`src/rtl/dmp_pkg.sv`:
```
package dmp_pkg;

    // number of toggle stages behind the 2/3 cell
    localparam int unsigned STAGES_DEF = 4;

    // two-bit state of the 2/3 cell; bit "hold" is the one frozen in div-2 mode
    typedef struct packed {
        logic hold;
        logic outb;
    } cell_st_t;

    // reset lands just after a cell period boundary
    localparam cell_st_t CELL_RESET = '{hold: 1'b0, outb: 1'b1};

    // shortest total ratio for a given stage count
    function automatic int unsigned low_ratio(input int unsigned stages);
        return 2 ** (stages + 1);
    endfunction

endpackage

```
`src/rtl/dmp_cell23.sv`:
```
module dmp_cell23
    import dmp_pkg::*;
(
    input  logic clk,
    input  logic rst,
    input  logic mc,
    output logic period_end,
    output logic out_q,
    output logic hold_q
);

    cell_st_t st;
    cell_st_t st_n;
    logic     nor_out;
    logic     nor_hold;

    always_comb begin
        // output bit: NOR of both state bits
        nor_out  = ~(st.outb | st.hold);
        // hold bit: NOR of inverted output and the control
        nor_hold = ~(~st.outb | mc);
        st_n.outb = nor_out;
        // freeze the hold bit entirely while dividing by two
        st_n.hold = mc ? st.hold : nor_hold;
    end

    always_ff @(posedge clk) begin
        if (rst) begin
            st <= CELL_RESET;
        end else begin
            st <= st_n;
        end
    end

    assign period_end = nor_out;
    assign out_q      = st.outb;
    assign hold_q     = st.hold;

endmodule

```
`src/rtl/dmp_toggle_chain.sv`:
```
module dmp_toggle_chain #(
    parameter int unsigned STAGES = 4
) (
    input  logic              clk,
    input  logic              rst,
    input  logic              advance,
    output logic [STAGES-1:0] stage_q,
    output logic              terminal,
    output logic              wrap
);

    logic [STAGES:0] carry;

    assign carry[0] = advance;

    for (genvar g = 0; g < STAGES; g++) begin : g_stage
        assign carry[g+1] = carry[g] & stage_q[g];

        always_ff @(posedge clk) begin
            if (rst) begin
                stage_q[g] <= 1'b0;
            end else if (carry[g]) begin
                stage_q[g] <= ~stage_q[g];
            end
        end
    end

    assign terminal = &stage_q;
    assign wrap     = carry[STAGES];

endmodule

```
`src/rtl/dmp_mod_ctrl.sv`:
```
module dmp_mod_ctrl (
    input  logic clk,
    input  logic rst,
    input  logic mod_sel,
    input  logic terminal,
    input  logic wrap,
    output logic mc
);

    logic mod_lat;

    // modulus captured only at a period boundary or at reset
    always_ff @(posedge clk) begin
        if (rst || wrap) begin
            mod_lat <= mod_sel;
        end
    end

    // divide-by-3 request only in the terminal cell period of a 33 count
    assign mc = mod_lat | ~terminal;

endmodule

```
`src/rtl/dmp_prescaler.sv`:
```
module dmp_prescaler
    import dmp_pkg::*;
#(
    parameter int unsigned STAGES = STAGES_DEF
) (
    input  logic clk,
    input  logic rst,
    input  logic mod_sel,
    output logic div_clk,
    output logic cell_div3
);

    logic              mc;
    logic              cell_end;
    logic              cell_out;
    logic              cell_hold;
    logic [STAGES-1:0] stage_q;
    logic              terminal;
    logic              wrap;

    dmp_cell23 u_cell (
        .clk        (clk),
        .rst        (rst),
        .mc         (mc),
        .period_end (cell_end),
        .out_q      (cell_out),
        .hold_q     (cell_hold)
    );

    dmp_toggle_chain #(.STAGES(STAGES)) u_chain (
        .clk      (clk),
        .rst      (rst),
        .advance  (cell_end),
        .stage_q  (stage_q),
        .terminal (terminal),
        .wrap     (wrap)
    );

    dmp_mod_ctrl u_ctrl (
        .clk      (clk),
        .rst      (rst),
        .mod_sel  (mod_sel),
        .terminal (terminal),
        .wrap     (wrap),
        .mc       (mc)
    );

    assign div_clk   = ~stage_q[STAGES-1];
    assign cell_div3 = ~mc;

endmodule

```
`config.mk`:
```
export PLATFORM = sky130hd
export DESIGN_NAME = dmp_prescaler
export DESIGN_NICKNAME = d
export VERILOG_FILES = /design/src/rtl/dmp_pkg.sv /design/src/rtl/dmp_cell23.sv /design/src/rtl/dmp_toggle_chain.sv /design/src/rtl/dmp_mod_ctrl.sv /design/src/rtl/dmp_prescaler.sv
export SDC_FILE = /design/constraint.sdc
export NUM_CORES = 1
export LEC_CHECK = 0
export ABC_AREA = 1
export BUFFER_PORTS_ARGS = -buffer_cell sky130_fd_sc_hd__buf_4
export CAP_MARGIN = 20
export CELL_PAD_IN_SITES_DETAIL_PLACEMENT = 0
export CELL_PAD_IN_SITES_GLOBAL_PLACEMENT = 1
export CORE_AREA = 5 5 42 44
export CTS_CLUSTER_SIZE = 12
export DETAILED_ROUTE_END_ITERATION = 7
export DIE_AREA = 0 0 47 49
export GPL_ROUTABILITY_DRIVEN = 0
export GPL_TIMING_DRIVEN = 0
export PLACE_DENSITY = 0.45
export SLEW_MARGIN = 30
export SYNTH_ARGS = -nofsm -noshare
export SYNTH_HDL_FRONTEND = slang
export SYNTH_SLANG_ARGS = --single-unit
```
`constraint.sdc`:
```
create_clock -name clk -period 1.1 [get_ports clk]
set_input_delay 0 -clock clk [delete_from_list [all_inputs] [get_ports clk]]
set_output_delay 0 -clock clk [all_outputs]
set_load 0.05 [all_outputs]
```
==> impl_metrics.env <==
export IMPL_maxCapViolCount=0
export IMPL_startpoint_type="register"
export IMPL_ys_seq_area_share_pct=49.6
export IMPL_rsz0062_at_grt="yes"
export IMPL_utilization_pct=29.3
export IMPL_drive_above_1_share_pct=32.7
export IMPL_vias=252
export IMPL_regToRegSetupSlack_ns=0.09
export IMPL_coreArea_um2=1400
export IMPL_dieArea_um2=2300
export IMPL_holdPathEnd="u_cell.out_q"
export IMPL_grt_pass1_wl_um=924
export IMPL_ys_seq_elements=7
export IMPL_yosysWarnings=0
export IMPL_place_area_um2=358
export IMPL_timing_rr_end="u_ctrl.mod_lat"
export IMPL_insertion_delay_ns=0.25
export IMPL_cts_buffers_inserted=3
export IMPL_hold_viol=0
export IMPL_cts_buffer_depth=2
export IMPL_fin_skew_ns=0.00168
export IMPL_pin_count=5
export IMPL_ir_drop_uv=407
export IMPL_critPathKind="reg -> out"
export IMPL_syn2layout_area_growth_pct=35.5
export IMPL_cp_max_fo=5
export IMPL_design_area_um2=410
export IMPL_finalNetCount=53
export IMPL_reg2regPathDepth=4
export IMPL_arrival_ns=1.06
export IMPL_antenna_left=0
export IMPL_netlist_instances=39
export IMPL_avgSynthCellArea_um2=7.76
export IMPL_hp_class="in -> reg"
export IMPL_period_share_pct=96.4
export IMPL_cts_tree="built"
export IMPL_clk_pin_slew_ns=0.05
export IMPL_slew_viol_final=0
export IMPL_diodes=0
export IMPL_hp_start="rst"
export IMPL_fp_dieH_um=49
export IMPL_r2r_start="u_chain.stage_q[0]"
export IMPL_rows=14
export IMPL_grt_max_degree=7
export IMPL_instances_no_fill=65
export IMPL_cts_root_buf="clkbuf_4"
export IMPL_post_place_ws_ns=0.102
export IMPL_dp_cells=59
export IMPL_synth_cell_types=15
export IMPL_remaining_drc_errors=0
export IMPL_worstMarginPinSlew_ns=0.200
export IMPL_min_period_ns=1.06
export IMPL_leakagePower_uw=0.000174
export IMPL_drt_wl_total_um=572
export IMPL_setup_violations=0
export IMPL_routedWlPerCell_um=8.80
export IMPL_htree_levels=1
export IMPL_hold_depth=3
export IMPL_fmax_mhz=943
export IMPL_grt_pass1_vias=208
export IMPL_die_x_um=47
export IMPL_dp_hpwl_um=446
export IMPL_powerDensity_nw_per_um2=1350
export IMPL_drt_first_pass_iters=4
export IMPL_end_kind="output port"
export IMPL_p_total_uw=554
export IMPL_gr_usage_all_layers_pct=6.28
export IMPL_crit_required_ns=1.10
export IMPL_syn_cell_area_um2=303
export IMPL_drtIter0Drc=6
export IMPL_grt_overflow=0
export IMPL_numPortBuffers=4
export IMPL_status="completed"
export IMPL_clock_sinks=7
export IMPL_slew_limit_headroom_pct=86.6
export IMPL_syn_num_nets=42
export IMPL_antenna_found_initial=0
export IMPL_initial_utilization_pct=21.6
export IMPL_avgViaCountPerCell=3.88
export IMPL_setup_ws_ns=0.0394
[Yosys cell counts, drive strengths merged]
master   n  area, um2
nand4    1       6.26
edfxtp   1       30.0
dfxtp    6        120
nand2    7       28.8
nand3    2       15.0
a21oi    1       5.00
inv      7       26.3
nor2    11       53.8
nand3b   1       7.51
o21ai    2       10.0
[registers in the layout, summed over array words and instances, names as in the netlist]
register and flops:
u_cell.hold_q 1, u_ctrl.mod_lat 1, u_chain.stage_q 4, u_cell.out_q 1
[worst max-delay path: stages, from the launching register on]
cell and delay [ns]:
dfxtp_1 0.42, nand3_2 0.12, nor2_4 0.11, buf_6 0.16
[metrics by stage]
| step | TNS [ns] | hold slack, ns |
|---|---|---|
| finish | 0 | 0.00870 |
| global route | -0.0323 | 0.0136 |
| CTS | 0 | 0.00997 |
| detailed placement | 0 | 0.181 |
| global placement | 0 | 0.179 |
| floorplan | 0 | 0.0989 |
[layer usage]
layer,share of wire [%],global-route usage [%]
met1,53,7.51
met4,0.70,8.29
met3,3.5,3.32
met5,0,0
met2,42,6.33
[worst max path at each step]
stage,startpoint,end,slack [ns],cells after the start
final,u_chain.stage_q[2],cell_div3,0.04,3
after global routing,u_ctrl.mod_lat,cell_div3,-0.03,4
after CTS,u_ctrl.mod_lat,cell_div3,0.005,4
after detailed placement,u_chain.stage_q[0],u_ctrl.mod_lat,0.10,4
after global placement,u_chain.stage_q[0],u_ctrl.mod_lat,0.1,4
after floorplan,u_ctrl.mod_lat,u_cell.hold_q,0.08,5
[report_power, final]
group | internal, uW | switching [uW]
registers | 270 | 7.73
clock network | 139 | 97.1
logic | 18.5 | 21.7
[logic make-up after synthesis]
kind of cell	share of synthesized area [%]
simple gates	36.8
compound gates	4.96
flops	49.6
buf+inv	8.68
[placed cells by master, fill, tap and decap left out]
cell type      count
a21oi_1            1
buf_4              4
buf_6              1
clkbuf_1           1
clkbuf_4           3
dfxtp_1            6
dlygate4sd3_1      1
edfxtp_1           1
inv_1              5
inv_2              2
nand2_1            6
nand2_2            1
nand3_2            2
nand3b_1           1
nand4_1            1
nor2_1             8
nor2_2             1
nor2_4             2
o21ai_0            2
[cell type report]
type	count	area [um2]
clock buffer	4	26.3
inverter	7	26.3
fill	167	991
multi-input combinational	25	136
sequential	7	150
timing repair buffer	6	51.3
tap	16	20.0
[repair_timing]
action | 4_1_cts | 5_1_grt
endpoints found under the hold margin | 1 | 0
resized for setup | 1 | 1
buffers inserted | 1 | 0
endpoints found under the setup margin | 1 | 1
hold buffers | 1 | 0
Power figures use the tool's default switching activity.
